$ cat config.mk
export PLATFORM = sky130hd
export DESIGN_NAME = uart_irq_ctrl
export DESIGN_NICKNAME = d
export VERILOG_FILES = /design/src/rtl/uart_irq_pkg.sv /design/src/rtl/uart_irq_pend.sv /design/src/rtl/uart_irq_encode.sv /design/src/rtl/uart_irq_ctrl.sv
export SDC_FILE = /design/constraint.sdc
export NUM_CORES = 1
export LEC_CHECK = 0
export BUFFER_PORTS_ARGS = -buffer_cell sky130_fd_sc_hd__buf_4
export CAP_MARGIN = 40
export CORE_MARGIN = 1.5
export CORE_UTILIZATION = 35
export DETAILED_ROUTE_END_ITERATION = 6
export PLACE_DENSITY_LB_ADDON = 0.25
export SLEW_MARGIN = 0
export SYNTH_ARGS = -nofsm -noshare
export SYNTH_HDL_FRONTEND = slang
export SYNTH_SLANG_ARGS = --single-unit
export TNS_END_PERCENT = 100
$ cat constraint.sdc
create_clock -name clk -period 0.8 [get_ports clk]
set_input_delay 0.04 -clock clk [delete_from_list [all_inputs] [get_ports clk]]
set_output_delay 0.04 -clock clk [all_outputs]
set_load 0.01 [all_outputs]
$ cat src/rtl/uart_irq_pkg.sv
package uart_irq_pkg;
    localparam int BYTE_W = 8;

    typedef struct packed {
        logic rx;
        logic tmo;
        logic thr;
        logic ls;
        logic ms;
    } irq_flags_t;

    localparam logic [3:0] CODE_LS   = 4'b0110;
    localparam logic [3:0] CODE_RX   = 4'b0100;
    localparam logic [3:0] CODE_TMO  = 4'b1100;
    localparam logic [3:0] CODE_THR  = 4'b0010;
    localparam logic [3:0] CODE_MS   = 4'b0000;
    localparam logic [3:0] CODE_NONE = 4'b0001;
endpackage

$ cat src/rtl/uart_irq_pend.sv
module uart_irq_pend
    import uart_irq_pkg::*;
(
    input  logic       clk,
    input  logic       rst_n,
    input  irq_flags_t ev,
    input  logic       clr_rx,
    input  logic       clr_thr,
    input  logic       clr_ls,
    input  logic       clr_ms,
    output irq_flags_t flags
);
    irq_flags_t flags_d, flags_q;

    always_comb begin
        flags_d = flags_q;
        if (clr_rx) begin
            flags_d.rx  = 1'b0;
            flags_d.tmo = 1'b0;
        end
        if (clr_thr) flags_d.thr = 1'b0;
        if (clr_ls)  flags_d.ls  = 1'b0;
        if (clr_ms)  flags_d.ms  = 1'b0;
        // a new event in the clearing cycle wins
        flags_d = flags_d | ev;
    end

    always_ff @(posedge clk) begin
        if (!rst_n) flags_q <= '0;
        else        flags_q <= flags_d;
    end

    assign flags = flags_q;

    p_rx_clear_r9: assert property (@(posedge clk) disable iff (!rst_n)
        (clr_rx && !ev.rx && !ev.tmo) |=> (!flags.rx && !flags.tmo));
    p_thr_clear_r8: assert property (@(posedge clk) disable iff (!rst_n)
        (clr_thr && !ev.thr) |=> !flags.thr);
    p_set_wins_r11: assert property (@(posedge clk) disable iff (!rst_n)
        ev.ms |=> flags.ms);
endmodule

$ cat src/rtl/uart_irq_encode.sv
module uart_irq_encode
    import uart_irq_pkg::*;
(
    input  logic              clk,
    input  logic              rst_n,
    input  logic [3:0]        enable,
    input  irq_flags_t        flags,
    input  logic              fifo_en,
    output logic [BYTE_W-1:0] cause,
    output logic              irq
);
    logic act_ls, act_rx, act_thr, act_ms;

    always_comb begin
        act_ls  = enable[2] & flags.ls;
        act_rx  = enable[0] & (flags.rx | flags.tmo);
        act_thr = enable[1] & flags.thr;
        act_ms  = enable[3] & flags.ms;
        cause   = {{2{fifo_en}}, 2'b00, CODE_NONE};
        if (act_ls)       cause[3:0] = CODE_LS;
        else if (act_rx)  cause[3:0] = flags.tmo ? CODE_TMO : CODE_RX;
        else if (act_thr) cause[3:0] = CODE_THR;
        else if (act_ms)  cause[3:0] = CODE_MS;
        irq = act_ls | act_rx | act_thr | act_ms;
    end

    p_ls_first_r5: assert property (@(posedge clk) disable iff (!rst_n)
        (enable[2] && flags.ls) |-> (cause[3:0] == CODE_LS));
    p_idle_r3: assert property (@(posedge clk) disable iff (!rst_n)
        ((enable & {flags.ms, flags.ls, flags.thr, flags.rx | flags.tmo}) == 4'b0)
        |-> (cause[0] && !irq));
    p_tmo_bit_r6: assert property (@(posedge clk) disable iff (!rst_n)
        cause[3] |-> (flags.tmo && cause[2:1] == 2'b10));
endmodule

$ cat src/rtl/uart_irq_ctrl.sv
module uart_irq_ctrl
    import uart_irq_pkg::*;
(
    input  logic              clk,
    input  logic              rst_n,
    input  logic              mask_wr,
    input  logic [BYTE_W-1:0] wr_data,
    output logic [BYTE_W-1:0] mask_rdata,
    input  logic              ev_rx_ready,
    input  logic              ev_rx_tmo,
    input  logic              ev_tx_empty,
    input  logic              ev_line,
    input  logic              ev_modem,
    input  logic              fifo_en,
    input  logic              rd_cause,
    input  logic              rd_rxbuf,
    input  logic              rd_line,
    input  logic              rd_modem,
    input  logic              wr_txhold,
    output logic [BYTE_W-1:0] cause,
    output logic              irq
);
    typedef struct packed {
        logic [BYTE_W-1:0] mask;
    } ctrl_state_t;

    ctrl_state_t st_d, st_q;
    irq_flags_t  ev, flags;
    logic        clr_thr;

    always_comb begin
        st_d = st_q;
        if (mask_wr) st_d.mask = wr_data;
    end

    always_ff @(posedge clk) begin
        if (!rst_n) st_q <= '0;
        else        st_q <= st_d;
    end

    assign mask_rdata = st_q.mask;
    assign ev = '{rx: ev_rx_ready, tmo: ev_rx_tmo, thr: ev_tx_empty,
                  ls: ev_line, ms: ev_modem};
    assign clr_thr = wr_txhold | (rd_cause && cause[3:0] == CODE_THR);

    uart_irq_pend u_pend (
        .clk     (clk),
        .rst_n   (rst_n),
        .ev      (ev),
        .clr_rx  (rd_rxbuf),
        .clr_thr (clr_thr),
        .clr_ls  (rd_line),
        .clr_ms  (rd_modem),
        .flags   (flags)
    );

    uart_irq_encode u_enc (
        .clk     (clk),
        .rst_n   (rst_n),
        .enable  (st_q.mask[3:0]),
        .flags   (flags),
        .fifo_en (fifo_en),
        .cause   (cause),
        .irq     (irq)
    );

    p_mask_wr_r2: assert property (@(posedge clk) disable iff (!rst_n)
        mask_wr |=> (mask_rdata == $past(wr_data)));
    p_irq_src_r3: assert property (@(posedge clk) disable iff (!rst_n)
        irq |-> ((st_q.mask[3:0] & {flags.ms, flags.ls, flags.thr, flags.rx | flags.tmo}) != 4'b0));
endmodule

==> flow_results.xml <==
<?xml version="1.0" encoding="UTF-8"?>
<metrics>
  <group name="detailed_routing">
    <metric name="wl_met3" unit="um">75</metric>
    <metric name="routed_wl" unit="mm">1.37</metric>
    <metric name="top_layer" unit="">met4</metric>
    <metric name="firstDrtPassIters" unit="">4</metric>
    <metric name="met2_wirelength" unit="um">751</metric>
    <metric name="route.detailed.drc" unit="">0</metric>
    <metric name="routed_met1_length" unit="um">537</metric>
    <metric name="detail-route-antenna-nets" unit="">0</metric>
    <metric name="vias_per_cell" unit="">4.57</metric>
    <metric name="dr_total_vias" unit="">539</metric>
    <metric name="wl_per_cell" unit="um">11.6</metric>
    <metric name="first_iter_violations" unit="">2</metric>
  </group>
  <group name="worst_setup_path">
    <metric name="worst_path_largest_cell_delay" unit="ns">0.33</metric>
    <metric name="setup.reg_to_reg.worst_slack" unit="ns">-0.23</metric>
    <metric name="worstSetupPathType" unit="">reg -&gt; out</metric>
    <metric name="critical_path.cell_chain" unit="">o21ai_2 &gt; nand2_2 &gt; a221o_1 &gt; buf_6</metric>
    <metric name="worst-endpoint-arrival" unit="ns">1.24</metric>
    <metric name="worstPathMaxFanout" unit="">3</metric>
    <metric name="cp_slowest_cell" unit="">sky130_fd_sc_hd__dfxtp_2</metric>
    <metric name="critPathRequiredTime" unit="ns">0.76</metric>
    <metric name="critical_path.startpoint_type" unit="">flip-flop</metric>
    <metric name="cp-end-kind" unit="">output pin</metric>
    <metric name="ff2ff_path_depth" unit="">4</metric>
    <metric name="regToRegStartpoint" unit="">u_pend.flags[4]</metric>
    <metric name="worstReg2RegEnd" unit="">u_pend.flags[2]</metric>
  </group>
  <group name="synth">
    <metric name="synthesis.yosys.warnings" unit="">0</metric>
    <metric name="syn_area" unit="um2">572</metric>
    <metric name="synth_top_area_share" unit="%">45.5</metric>
    <metric name="ys.flop_type" unit="">sky130_fd_sc_hd__dfxtp_1</metric>
    <metric name="post_synth.cell_area_avg" unit="um2">10.4</metric>
    <metric name="ys_async_sr_fraction" unit="%">0</metric>
    <metric name="ys_top_cells_by_area" unit="">sky130_fd_sc_hd__dfxtp_1 46%, sky130_fd_sc_hd__nor2b_1 14%, sky130_fd_sc_hd__mux2i_1 14%, sky130_fd_sc_hd__buf_4 6.6%, sky130_fd_sc_hd__o21a_1 5.3%</metric>
    <metric name="synth_top_cell_by_area" unit="">sky130_fd_sc_hd__dfxtp_1</metric>
    <metric name="yosys_register_bits" unit="">13</metric>
    <metric name="number_of_synthesized_flops_with_an_enable_pin" unit="">0</metric>
    <metric name="synth.distinct_cells" unit="">16</metric>
    <metric name="synthCells" unit="">55</metric>
    <metric name="seq_area_frac_synth" unit="%">45.5</metric>
  </group>
  <group name="floorplanning">
    <metric name="floorplan.rows" unit="">14</metric>
    <metric name="fp.coreArea" unit="um2">1520</metric>
    <metric name="die_w" unit="um">43.4</metric>
    <metric name="die_h" unit="um">43.4</metric>
    <metric name="io_pins" unit="">39</metric>
    <metric name="die_area" unit="um2">1890</metric>
    <metric name="start_util" unit="%">37.5</metric>
  </group>
  <group name="global_route">
    <metric name="grt_antenna_before_repair" unit="">0</metric>
    <metric name="grt_max_degree" unit="">14</metric>
    <metric name="grt_overflow_total" unit="">0</metric>
    <metric name="groute.usage.overall" unit="%">15.7</metric>
    <metric name="grt_pass1_wl" unit="mm">2.19</metric>
    <metric name="first_global_vias" unit="">534</metric>
  </group>
  <group name="clock_tree">
    <metric name="clk-insertion-delay-late" unit="ns">0.27</metric>
    <metric name="clock_sinks" unit="">13</metric>
    <metric name="clkTransAtPathRegs" unit="ns">0.08</metric>
    <metric name="tritoncts.num_buffers" unit="">3</metric>
    <metric name="clockBufferDepth" unit="">2</metric>
    <metric name="cts_tree" unit="">done</metric>
    <metric name="clk_tree_root_cell" unit="">sky130_fd_sc_hd__clkbuf_4</metric>
    <metric name="cts_htree_levels" unit="">1</metric>
  </group>
  <group name="cells_and_area">
    <metric name="post_layout_nonfiller_instances" unit="">118</metric>
    <metric name="core_utilization_of_the_finished_layout" unit="%">68.3</metric>
    <metric name="finish.net_count" unit="">125</metric>
    <metric name="fin_area" unit="um2">1040</metric>
    <metric name="num_antenna_cells" unit="">0</metric>
    <metric name="final_layout_size_suffix_gt1_share" unit="%">59.8</metric>
    <metric name="areaGrowthSynthToFinish" unit="%">82.1</metric>
  </group>
  <group name="place">
    <metric name="gp_congestion" unit="">0.639</metric>
    <metric name="port_buffers" unit="">33</metric>
    <metric name="dpl_wire_length" unit="um">929</metric>
    <metric name="dp.cells" unit="">105</metric>
    <metric name="cell_area_after_placement" unit="um2">853</metric>
  </group>
  <group name="timing">
    <metric name="min_period_over_period" unit="%">161</metric>
    <metric name="rsz0062_at_grt" unit="">yes</metric>
    <metric name="hold_ws" unit="ns">0.0238</metric>
    <metric name="final.min_clock_period" unit="ns">1.28</metric>
    <metric name="clock.fmax" unit="GHz">0.779</metric>
    <metric name="timing.final.hold_violations" unit="">0</metric>
    <metric name="setup_viol" unit="">12</metric>
    <metric name="report.final.slew_viol_count" unit="">0</metric>
    <metric name="setup_slack" unit="ns">-0.484</metric>
    <metric name="final.setup_skew" unit="ns">0.00110</metric>
  </group>
  <group name="power_and_ir_drop">
    <metric name="p_total" unit="mW">1.50</metric>
    <metric name="power_density" unit="nW/um2">1440</metric>
    <metric name="pleak" unit="nW">0.495</metric>
    <metric name="peakVddDrop" unit="mV">1.27</metric>
  </group>
  <group name="worst_hold_path">
    <metric name="min_delay_path_depth" unit="">3</metric>
    <metric name="worstHoldPathType" unit="">in -&gt; reg</metric>
    <metric name="hold-path-endpoint" unit="">mask_rdata[1]</metric>
    <metric name="hp-start" unit="">wr_data[1]</metric>
  </group>
  <group name="flow_run">
    <metric name="number_of_maximum_capacitance_constraint_violations" unit="">0</metric>
  </group>
  <group name="run_status">
    <metric name="failing_checks" unit="">setup timing</metric>
    <metric name="run_status" unit="">finished, violations left</metric>
  </group>
</metrics>
## area by class of cell
type                       instances  area, um2
clock buffer                       4       26.3
fill                             131        483
timing repair buffer              48        430
multi-input combinational         37        293
tap                               16       20.0
sequential                        13        272
## placed cells by master (no fill, tap or decap), drive strengths merged
master and instances:
clkbuf 4, and3 1, dfxtp 13, buf 44
nand2 3, dlygate4sd3 4, nand3 1, conb 2
o21a 4, nor2b 13, a221oi 1, o21ai 1
a221o 1, nand4b 1, o221a 1, mux2i 8
## worst max-delay path: cells and delay by family, from the launching register on
| family | cells | cell delay [ns] |
|---|---|---|
| AOI/OAI and AO/OA | 2 | 0.44 |
| DFF | 1 | 0.33 |
| buffers and inverters | 1 | 0.12 |
| and+or+nand+nor | 1 | 0.09 |
## cell usage after synthesis (2+ instances only)
library cell,n
sky130_fd_sc_hd__o21a_1,4
sky130_fd_sc_hd__mux2i_1,8
sky130_fd_sc_hd__nor2b_1,13
sky130_fd_sc_hd__nand2_1,2
sky130_fd_sc_hd__dfxtp_1,13
sky130_fd_sc_hd__buf_4,5
## registers in the layout (all words and copies together), names as in the netlist
name          cells
mask_rdata        8
u_pend.flags      5
## report_power, final
group | leakage (nW) | switching, mW | internal [mW]
logic | 0.370 | 0.125 | 0.250
registers | 0.110 | 0.0318 | 0.690
clock network | 0.0150 | 0.206 | 0.193
total | 0.495 | 0.363 | 1.13
## through the flow
stage,worst slack (ns),setup TNS (ns)
after global routing,-0.575,-3.48
final,-0.484,-2.84
after CTS,-0.495,-3.01
after global placement,-0.187,-0.425
after detailed placement,-0.205,-0.530
after floorplan,-0.102,-0.219
## logic make-up after synthesis
| logic type | share of synthesized area [%] |
|---|---|
| buffers and inverters | 7.44 |
| AOI/OAI and AO/OA | 12.0 |
| DFF | 45.5 |
| other | 0.656 |
| and+or+nand+nor | 20.4 |
| muxes | 14.0 |
## repair_timing
action                                  in CTS  in global routing
pin swaps                                    6                  2
setup buffers                                5                  3
endpoints found under the setup margin      11                 12
hold endpoints to repair                     4                  0
resized for setup                           24                  6
hold buffers                                 4                  0
## worst max-delay path by stage
stage | startpoint | to | slack, ns | cells past startpoint
global placement | u_pend.flags[4] | irq | -0.19 | 4
finish | u_pend.flags[4] | irq | -0.48 | 4
floorplan | u_pend.flags[4] | irq | -0.10 | 3
CTS | u_pend.flags[3] | irq | -0.50 | 4
global route | u_pend.flags[4] | irq | -0.58 | 4
detailed placement | u_pend.flags[4] | irq | -0.21 | 4
## per-layer routing
metal / global-route usage [%] / up-vias
met5: 0 / -
met4: 5.45 / 0
met3: 4.17 / 2
met2: 29.3 / 20
met1: 16.8 / 240
li1: - / 277
No activity file was read; power rests on OpenSTA's default activity.
